File: config.mk
export PLATFORM = sky130hd
export DESIGN_NAME = gpio_dir_port
export DESIGN_NICKNAME = d
export VERILOG_FILES = /design/src/rtl/port_pkg.sv /design/src/rtl/pdc_rst_sync.sv /design/src/rtl/pdc_sync_bits.sv /design/src/rtl/pdc_ctrl_regs.sv /design/src/rtl/gpio_dir_port.sv
export SDC_FILE = /design/constraint.sdc
export NUM_CORES = 1
export LEC_CHECK = 0
export ABC_AREA = 0
export BUFFER_PORTS_ARGS = -buffer_cell sky130_fd_sc_hd__buf_2
export CORE_UTILIZATION = 45
export CTS_BUF_LIST = sky130_fd_sc_hd__clkbuf_16
export CTS_CLUSTER_DIAMETER = 60
export DETAILED_ROUTE_END_ITERATION = 10
export GPL_TIMING_DRIVEN = 0
export PLACE_DENSITY_LB_ADDON = 0.25
export SLEW_MARGIN = 20
export SYNTH_ARGS = -nofsm -noshare
export SYNTH_HDL_FRONTEND = slang
export SYNTH_SLANG_ARGS = --single-unit
File: constraint.sdc
create_clock -name clk -period 1.3 [get_ports clk]
set_input_delay 0.26 -clock clk [delete_from_list [all_inputs] [get_ports clk]]
set_output_delay 0.26 -clock clk [all_outputs]
set_load 0.03 [all_outputs]
File: src/rtl/port_pkg.sv
package port_pkg;
  typedef enum logic {
    SEL_DIR  = 1'b0,
    SEL_DATA = 1'b1
  } reg_sel_e;

  localparam logic [1:0] TRIG_EXT_CODE = 2'b11;
endpackage

File: src/rtl/pdc_rst_sync.sv
module pdc_rst_sync #(
  parameter int STAGES = 2
) (
  input  logic clk,
  input  logic arst_n_i,
  output logic rst_n_o
);
  logic [STAGES-1:0] chain_q;
  logic [STAGES-1:0] chain_d;

  always_comb begin
    chain_d = {chain_q[STAGES-2:0], 1'b1};
  end

  always_ff @(posedge clk or negedge arst_n_i) begin
    if (!arst_n_i) chain_q <= '0;
    else           chain_q <= chain_d;
  end

  assign rst_n_o = chain_q[STAGES-1];
endmodule

File: src/rtl/pdc_sync_bits.sv
module pdc_sync_bits #(
  parameter int W      = 4,
  parameter int STAGES = 2
) (
  input  logic         clk,
  input  logic         rst_n,
  input  logic [W-1:0] d_i,
  output logic [W-1:0] q_o
);
  logic [W-1:0] stage_q [STAGES];
  logic [W-1:0] stage_d [STAGES];

  for (genvar s = 0; s < STAGES; s++) begin : g_stage
    if (s == 0) begin : g_first
      always_comb stage_d[s] = d_i;
    end else begin : g_next
      always_comb stage_d[s] = stage_q[s-1];
    end

    always_ff @(posedge clk or negedge rst_n) begin
      if (!rst_n) stage_q[s] <= '0;
      else        stage_q[s] <= stage_d[s];
    end
  end

  assign q_o = stage_q[STAGES-1];
endmodule

File: src/rtl/pdc_ctrl_regs.sv
module pdc_ctrl_regs #(
  parameter int W     = 4,
  parameter int REG_W = 8
) (
  input  logic             clk,
  input  logic             rst_n,
  input  logic             wr_en_i,
  input  port_pkg::reg_sel_e sel_i,
  input  logic [REG_W-1:0] wdata_i,
  input  logic             freeze_i,
  output logic [W-1:0]     dir_o,
  output logic [W-1:0]     dout_o
);
  import port_pkg::*;

  logic [W-1:0] dir_q, dir_d;
  logic [W-1:0] dout_q, dout_d;
  logic         wr_ok;

  always_comb begin
    wr_ok  = wr_en_i && !freeze_i;
    dir_d  = dir_q;
    dout_d = dout_q;
    if (wr_ok && sel_i == SEL_DIR)  dir_d  = wdata_i[W-1:0];
    if (wr_ok && sel_i == SEL_DATA) dout_d = wdata_i[W-1:0];
  end

  always_ff @(posedge clk or negedge rst_n) begin
    if (!rst_n) begin
      dir_q  <= '0;
      dout_q <= '0;
    end else begin
      dir_q  <= dir_d;
      dout_q <= dout_d;
    end
  end

  assign dir_o  = dir_q;
  assign dout_o = dout_q;
endmodule

File: src/rtl/gpio_dir_port.sv
module gpio_dir_port #(
  parameter int PORT_W      = 4,
  parameter int REG_W       = 8,
  parameter int SYNC_STAGES = 2,
  parameter int TRIG_PIN    = 3
) (
  input  logic              clk,
  input  logic              rst_n,
  input  logic              hstby_i,
  input  logic              soft_rst_i,
  input  logic              sw_stby_i,
  input  logic              sel_i,
  input  logic              wr_en_i,
  input  logic [REG_W-1:0]  wdata_i,
  output logic [REG_W-1:0]  rdata_o,
  input  logic [PORT_W-1:0] pin_i,
  output logic [PORT_W-1:0] pin_o,
  output logic [PORT_W-1:0] pin_oe_o,
  input  logic [1:0]        trg_sel_i,
  output logic              adc_trig_o
);
  import port_pkg::*;

  localparam int PAD_W = REG_W - PORT_W;

  logic              clr_n;
  logic              core_rst_n;
  logic              freeze;
  reg_sel_e          sel;
  logic [PORT_W-1:0] dir;
  logic [PORT_W-1:0] dout;
  logic [PORT_W-1:0] pin_s;
  logic [PORT_W-1:0] rd_bits;

  assign clr_n  = rst_n & ~hstby_i;
  assign freeze = soft_rst_i | sw_stby_i;
  assign sel    = reg_sel_e'(sel_i);

  pdc_rst_sync #(.STAGES(2)) u_rst_sync (
    .clk      (clk),
    .arst_n_i (clr_n),
    .rst_n_o  (core_rst_n)
  );

  pdc_sync_bits #(.W(PORT_W), .STAGES(SYNC_STAGES)) u_pin_sync (
    .clk   (clk),
    .rst_n (core_rst_n),
    .d_i   (pin_i),
    .q_o   (pin_s)
  );

  pdc_ctrl_regs #(.W(PORT_W), .REG_W(REG_W)) u_regs (
    .clk      (clk),
    .rst_n    (core_rst_n),
    .wr_en_i  (wr_en_i),
    .sel_i    (sel),
    .wdata_i  (wdata_i),
    .freeze_i (freeze),
    .dir_o    (dir),
    .dout_o   (dout)
  );

  for (genvar b = 0; b < PORT_W; b++) begin : g_rd
    assign rd_bits[b] = dir[b] ? dout[b] : pin_s[b];
  end

  always_comb begin
    if (sel == SEL_DIR) rdata_o = {{PAD_W{1'b0}}, dir};
    else                rdata_o = {{PAD_W{1'b0}}, rd_bits};
  end

  assign pin_o      = dout;
  assign pin_oe_o   = dir;
  assign adc_trig_o = (trg_sel_i == TRIG_EXT_CODE) && !dir[TRIG_PIN] && pin_s[TRIG_PIN];
endmodule

# ---- Yosys cells after proc, flatten, opt, wreduce, memory -nomap -nowiden
# Cells that the tools add are included.
dict set report word_totals {
  register_bits 18
  latch_bits 0
  mem_bits_rw 0
  romBits 0
  in_bits 21
  elab_cells 22
  memories 0
}
dict set report op_classes {
  add_sub_neg 0
  multipliers 0
  n_div 0
  order_cmp 0
  eq_ne 1
  n_shift 0
  mux 5
  bitwise 4
  n_reduce_logical 7
}
# operator count
set op_table {}
lappend op_table {{logical AND 1 bit} 5}
lappend op_table {{2-to-1 mux 1 bit} 4}
lappend op_table {{2-to-1 mux 4 bit} 1}
lappend op_table {{== test 2 bit (second input constant)} 1}
lappend op_table {{logical NOT 1 bit} 2}
lappend op_table {{NOT 1 bit} 2}
lappend op_table {{bitwise AND 1 bit} 1}
lappend op_table {{OR 1 bit} 1}

# ---- Logic depth before layout (Yosys ltp)
dict set report depth {
  word_depth 4
  ltp_mapped 3
  depth_no_buf 2
}

# ---- Hierarchy
# From an unflattened synthesis, not the netlist that was laid out.
dict set report hier_totals {
  cells_unflattened 50
  area_unflattened_um2 691.9
}
# module n_inst cells_per_inst area_per_inst_um2 seq_area_each_um2
set by_module_without_submodules {}
lappend by_module_without_submodules {pdc_ctrl_regs 1 18 316.6 200.2}
lappend by_module_without_submodules {pdc_sync_bits 1 8 200.2 200.2}
lappend by_module_without_submodules {gpio_dir_port 1 21 121.4 0.0}
lappend by_module_without_submodules {pdc_rst_sync 1 3 53.8 50.0}

# ---- Least setup slack after synthesis
# Ideal clock, no wire load.
dict set report synth_timing {
  kind {register -> output}
  from {reg u_regs.dir_q[3] (netlist: u_regs.dir_o[3])}
  to {out rdata_o[3]}
  t_arrival_ps 1128
  t_required_ps 1040
  path_slack_ps -88
  stages_incl_launch_ff 3
  path_cell_list {dfrtp_1 -> a21oi_1 -> a31oi_1}
}
dict set report synth_via {
  elab_chain_len 2
}
# element line_no
set synth_lines {}
lappend synth_lines {{start: declaration} pdc_ctrl_regs.sv:16} ;# logic [W-1:0] dir_q, dir_d;
lappend synth_lines {{start signal: assignment} pdc_ctrl_regs.sv:33} ;# dir_q <= dir_d;
lappend synth_lines {{2-to-1 mux 1 bit} gpio_dir_port.sv:64} ;# assign rd_bits[b] = dir[b] ? dout[b] : pin_s[b];
lappend synth_lines {{2-to-1 mux 4 bit (*)} gpio_dir_port.sv:68} ;# if (sel == SEL_DIR) rdata_o = {{PAD_W{1'b0}}, dir};
lappend synth_lines {{end: declaration} gpio_dir_port.sv:15} ;# output logic [REG_W-1:0] rdata_o,
# Mark *: on every way between the ends. The rest lies on a longest branch, timed or not.

# ---- Worst setup path in the final report
dict set report layout_timing {
  from {reg u_regs.dir_q[3] (netlist: u_regs.dir_o[3])}
  to {out adc_trig_o}
}
dict set report layout_via {
  elab_chain_len 3
}
# element line_no
set layout_lines {}
lappend layout_lines {{logical NOT 1 bit} gpio_dir_port.sv:74} ;# assign adc_trig_o = (trg_sel_i == TRIG_EXT_CODE) && !dir[TRIG_PIN] && pin_s[TRIG_PIN];
lappend layout_lines {{logical AND 1 bit (2 in series)} gpio_dir_port.sv:74}
lappend layout_lines {{end: declaration} gpio_dir_port.sv:20} ;# output logic adc_trig_o
# Every way passes these cells.

==> impl_results.html <==
<table>
<tr><th>Metric</th><th>Value</th></tr>
<tr><th colspan="2">Outcome</th></tr>
<tr><td>Run status</td><td>complete, but fails checks</td></tr>
<tr><td>Violated checks</td><td>setup timing</td></tr>
<tr><th colspan="2">Global route</th></tr>
<tr><td>Met3 track demand over resource</td><td>under 10%</td></tr>
<tr><td>Met2 GRT Util</td><td>between 20% and 30%</td></tr>
<tr><td>Vias in the first global route</td><td>just over 500</td></tr>
<tr><td>Total global routing overflow</td><td>0</td></tr>
<tr><td>Busiest grt layer</td><td>met2</td></tr>
<tr><td>Pin count of the biggest net entering global routing</td><td>17</td></tr>
<tr><td>Wire length of the first global-routing pass</td><td>2170 µm</td></tr>
<tr><td>Initial antenna violation count</td><td>0</td></tr>
<tr><td>Met1 capacity usage during global routing</td><td>between 10% and 20%</td></tr>
<tr><td>Overall routing resource usage</td><td>approximately 17%</td></tr>
<tr><th colspan="2">Place</th></tr>
<tr><td>Port buffer count</td><td>28</td></tr>
<tr><td>Routability cong.</td><td>between 0.6 and 0.7</td></tr>
<tr><td>Placement Cell Area</td><td>897 µm²</td></tr>
<tr><td>Final HPWL DP</td><td>about 900 µm</td></tr>
<tr><th colspan="2">STA</th></tr>
<tr><td>Max frequency</td><td>758 MHz</td></tr>
<tr><td>Period Utilization, post-route</td><td>102%</td></tr>
<tr><td>Clock skew after layout</td><td>0.00197 ns</td></tr>
<tr><td>RSZ-0062 raised after global routing</td><td>true</td></tr>
<tr><td>Slew at the pin with the worst max-slew slack</td><td>approximately 0.60 ns</td></tr>
<tr><td>Worst rel slew slack</td><td>between 60% and 70%</td></tr>
<tr><td>Final critical delay including setup and external delays</td><td>around 1.3 ns</td></tr>
<tr><td>Worst hold-check slack</td><td>~0.12 ns</td></tr>
<tr><td>Slack of the critical path</td><td>-0.0200 ns</td></tr>
<tr><td>Count of endpoints failing setup in the final report</td><td>1</td></tr>
<tr><td>Number of max-slew violations in the final report</td><td>0</td></tr>
<tr><td>Hold violation total from the final report</td><td>0</td></tr>
<tr><th colspan="2">Pwr</th></tr>
<tr><td>Power share of the clock group</td><td>32.0%</td></tr>
<tr><td>Internal power component</td><td>roughly 1.3 mW</td></tr>
<tr><td>PwrDens</td><td>1710 nW/µm²</td></tr>
<tr><td>Net switching component of the power</td><td>between 0.5 and 0.6 mW</td></tr>
<tr><td>Combinational share of power</td><td>~29%</td></tr>
<tr><td>Peak ir drop on the vdd network</td><td>between 0.001 and 0.0015 V</td></tr>
<tr><td>Seq pwr share</td><td>39.4%</td></tr>
<tr><td>Lkg Pwr</td><td>0.514 nW</td></tr>
<tr><td>Switching part of the total</td><td>between 30% and 40%</td></tr>
<tr><th colspan="2">Routing</th></tr>
<tr><td>Vias per cell</td><td>around 4.7</td></tr>
<tr><td>Number of detailed-routing iterations run before antenna repair</td><td>2</td></tr>
<tr><td>Post-detailed-route DRC marker count</td><td>0</td></tr>
<tr><td>Via count</td><td>approximately 480</td></tr>
<tr><td>Count of routing violations after the opening detailed-route iteration</td><td>2</td></tr>
<tr><td>Total wire length after detailed routing</td><td>approximately 1200 µm</td></tr>
<tr><td>Routed wirelength normalized by instance count</td><td>approximately 12 µm</td></tr>
<tr><td>Antenna viol nets, final</td><td>0</td></tr>
<tr><th colspan="2">Floorplan</th></tr>
<tr><td>Initial cell density of the core</td><td>about half</td></tr>
<tr><td>Number of cell rows</td><td>13</td></tr>
<tr><td>Overall die height</td><td>slightly above 40 µm</td></tr>
<tr><td>Die Wd</td><td>roughly 41 µm</td></tr>
<tr><td>Core Area</td><td>between 1000 and 1500 µm²</td></tr>
<tr><td>Count of pins on the block boundary</td><td>38</td></tr>
<tr><td>Overall die area</td><td>about 1700 µm²</td></tr>
<tr><th colspan="2">Final layout</th></tr>
<tr><td>Number of fillers in the final layout</td><td>slightly above 100</td></tr>
<tr><td>Area growth from synthesis to layout</td><td>49.2%</td></tr>
<tr><td>Utilization after layout</td><td>between 70% and 80%</td></tr>
<tr><td>Design area</td><td>~1000 µm²</td></tr>
<tr><td>Total number of nets in the final design</td><td>109</td></tr>
<tr><td>Number of antenna diodes</td><td>0</td></tr>
<tr><td>Layout cell share with drive strength beyond 1</td><td>65.1%</td></tr>
<tr><th colspan="2">Synthesis</th></tr>
<tr><td>Avg Synthesized Cell Area</td><td>approximately 14 µm²</td></tr>
<tr><td>Top-area cell type share of the netlist area</td><td>about 64%</td></tr>
<tr><td>Mapped Area</td><td>702 µm²</td></tr>
<tr><td>Count of different cell masters after synthesis</td><td>12</td></tr>
<tr><td>Gate count after technology mapping</td><td>just under 50</td></tr>
<tr><td>Sequential cell area fraction in the yosys report</td><td>64.2%</td></tr>
<tr><td>Post-synthesis sequential element count</td><td>18</td></tr>
<tr><td>Yosys Warn Count</td><td>0</td></tr>
<tr><td>Cells taking the most area after synthesis</td><td>sky130_fd_sc_hd__dfrtp_1, sky130_fd_sc_hd__mux2_2, sky130_fd_sc_hd__buf_4</td></tr>
<tr><td>Biggest area consumer among synthesized cells</td><td>sky130_fd_sc_hd__dfrtp_1</td></tr>
<tr><th colspan="2">Clock network</th></tr>
<tr><td>Total CTS buffers</td><td>3</td></tr>
<tr><td>CTS Buffer Depth</td><td>2</td></tr>
<tr><td>TritonCTS clock tree</td><td>yes</td></tr>
<tr><td>Clock sink total</td><td>18</td></tr>
<tr><td>Root buffer cell</td><td>sky130_fd_sc_hd__clkbuf_16</td></tr>
<tr><td>CTS H-tree lvls</td><td>1</td></tr>
<tr><td>CTS clk-pin slew, worst paths</td><td>approximately 0.050 ns</td></tr>
<tr><td>Clk_lat worst skew</td><td>0.24 ns</td></tr>
<tr><th colspan="2">Critical path</th></tr>
<tr><td>Sum of buffers and inverters on the critical path</td><td>1</td></tr>
<tr><td>Crit path arrival time</td><td>~1.1 ns</td></tr>
<tr><td>Crit path max fanout</td><td>5</td></tr>
<tr><td>Path type of the worst setup path</td><td>flop to output pin</td></tr>
<tr><td>Kind of capture point of the worst setup path</td><td>output pin</td></tr>
<tr><td>Slowest cell on crit path</td><td>sky130_fd_sc_hd__dfrtp_2</td></tr>
<tr><td>Launching element of the worst setup path</td><td>u_regs.dir_o[3]</td></tr>
<tr><td>Critical R2R Launch</td><td>u_regs.dout_o[2]</td></tr>
<tr><td>Cell family contributing the most delay on the critical path</td><td>flip-flops</td></tr>
<tr><td>Delay contributed by the slowest stage of the critical path</td><td>around 0.43 ns</td></tr>
<tr><td>Startpoint Class</td><td>flop</td></tr>
<tr><td>Worst Path Required</td><td>approximately 1.0 ns</td></tr>
<tr><td>Cell-by-cell trace of the critical path</td><td>and4b_1 -&gt; buf_6</td></tr>
<tr><th colspan="2">Worst hold path</th></tr>
<tr><td>Beginning of the worst hold path</td><td>pin_i[2]</td></tr>
<tr><td>Classification of the worst-slack hold path</td><td>input port to flop</td></tr>
<tr><th colspan="2">Flow run</th></tr>
<tr><td>Max capacitance violation total</td><td>0</td></tr>
</table>
state kept, by name (all words and copies together) (netlist names):
| signal | cells |
|---|---|
| u_pin_sync.stage_d | 4 |
| u_pin_sync.q_o | 4 |
| u_regs.dout_o | 4 |
| u_regs.dir_o | 4 |
| u_rst_sync.chain_q | 2 |
metrics by stage:
stage / TNS [ns] / instances / total power [mW] / setup WS, ns
global placement: -0.0291 / 95 / 1.14 / -0.00836
CTS: -0.0206 / 100 / 1.77 / -0.0206
global route: -0.152 / 101 / 1.87 / -0.0748
floorplan: 0 / 52 / 1.02 / 0.0408
detailed placement: -0.0874 / 95 / 1.16 / -0.0309
finish: -0.0200 / 101 / 1.79 / -0.0200
cell type report:
| cell class | count | area [µm²] | share of cell area [%] |
|---|---|---|---|
| Inverter | 4 | 15.0 | 1.43 |
| Buffer | 5 | 41.3 | 3.94 |
| Timing Repair Buffer | 31 | 199 | 19.0 |
| Tap cell | 15 | 18.8 | 1.79 |
| Sequential cell | 18 | 452 | 43.1 |
| Multi-Input combinational cell | 25 | 246 | 23.5 |
| Clock buffer | 3 | 75.1 | 7.17 |
per-layer routing:
layer  wire length (µm)  vias up
met4                  0        0
li1                   -      233
met2                636       24
met5                  0        -
met1                465      220
met3                 79        0
cells in the final DEF, fill, tap and decap left out:
cell type and count:
sky130_fd_sc_hd__dlygate4sd3_1 2, sky130_fd_sc_hd__buf_2 23, sky130_fd_sc_hd__buf_6 6, sky130_fd_sc_hd__a21oi_2 4
sky130_fd_sc_hd__dfrtp_2 1, sky130_fd_sc_hd__clkbuf_16 3, sky130_fd_sc_hd__dfrtp_1 17, sky130_fd_sc_hd__conb_1 5
sky130_fd_sc_hd__a31oi_2 4, sky130_fd_sc_hd__mux2_2 8, sky130_fd_sc_hd__buf_4 5, sky130_fd_sc_hd__inv_1 4
sky130_fd_sc_hd__nor4b_4 1, sky130_fd_sc_hd__and4b_1 1, sky130_fd_sc_hd__and4bb_2 1, sky130_fd_sc_hd__nor2b_1 1
worst paths after layout:
check | endpoint | depth (start not counted) | slack, ns
worst max-delay path | adc_trig_o | 2 | -0.02
worst min-delay path | u_pin_sync.stage_d[2] | 1 | 0.12
worst max register to register | u_regs.dout_o[2] | 2 | 0.43
worst min register to register | u_regs.dir_o[1] | 0 | 0.24
max in group asynchronous | u_rst_sync.chain_q[1] | 4 | 0.15
min in group asynchronous | u_regs.dir_o[1] | 0 | 0.24
cells by family after synthesis:
| kind of cell | after synthesis | synth area share, % |
|---|---|---|
| DFF | 18 | 64.2 |
| other | 2 | 1.07 |
| muxes | 8 | 12.8 |
| AOI/OAI and AO/OA | 8 | 6.42 |
| and+or+nand+nor | 4 | 7.49 |
| buffers and inverters | 9 | 8.02 |
Yosys cell counts:
cell type,n
sky130_fd_sc_hd__inv_1,4
sky130_fd_sc_hd__a31oi_1,4
sky130_fd_sc_hd__and4b_1,1
sky130_fd_sc_hd__nor4b_4,1
sky130_fd_sc_hd__buf_6,1
sky130_fd_sc_hd__buf_4,4
sky130_fd_sc_hd__conb_1,2
sky130_fd_sc_hd__dfrtp_1,18
sky130_fd_sc_hd__nor2b_1,1
sky130_fd_sc_hd__and4bb_2,1
sky130_fd_sc_hd__mux2_2,8
sky130_fd_sc_hd__a21oi_1,4
worst register-to-register path, cell delays in order (launching register included):
cell,delay (ns)
sky130_fd_sc_hd__dfrtp_1,0.37
sky130_fd_sc_hd__buf_4,0.14
sky130_fd_sc_hd__mux2_2,0.25
power by group through the flow:
stage | Sequential, mW | Combinational [mW] | Clock, mW
after global routing | 0.718 | 0.538 | 0.614
after detailed placement | 0.709 | 0.447 | 0
after global placement | 0.703 | 0.439 | 0
final | 0.704 | 0.511 | 0.573
after floorplan | 0.809 | 0.212 | 0
after CTS | 0.706 | 0.478 | 0.587
repair_timing:
item	4_1_cts	5_1_grt
setup buffers	0	1
pin swaps	0	0
setup endpoints to repair	5	5
endpoints found under the hold margin	2	0
hold buffers	2	0
gates resized for setup	9	6
No activity file was read; power rests on OpenSTA's default activity.
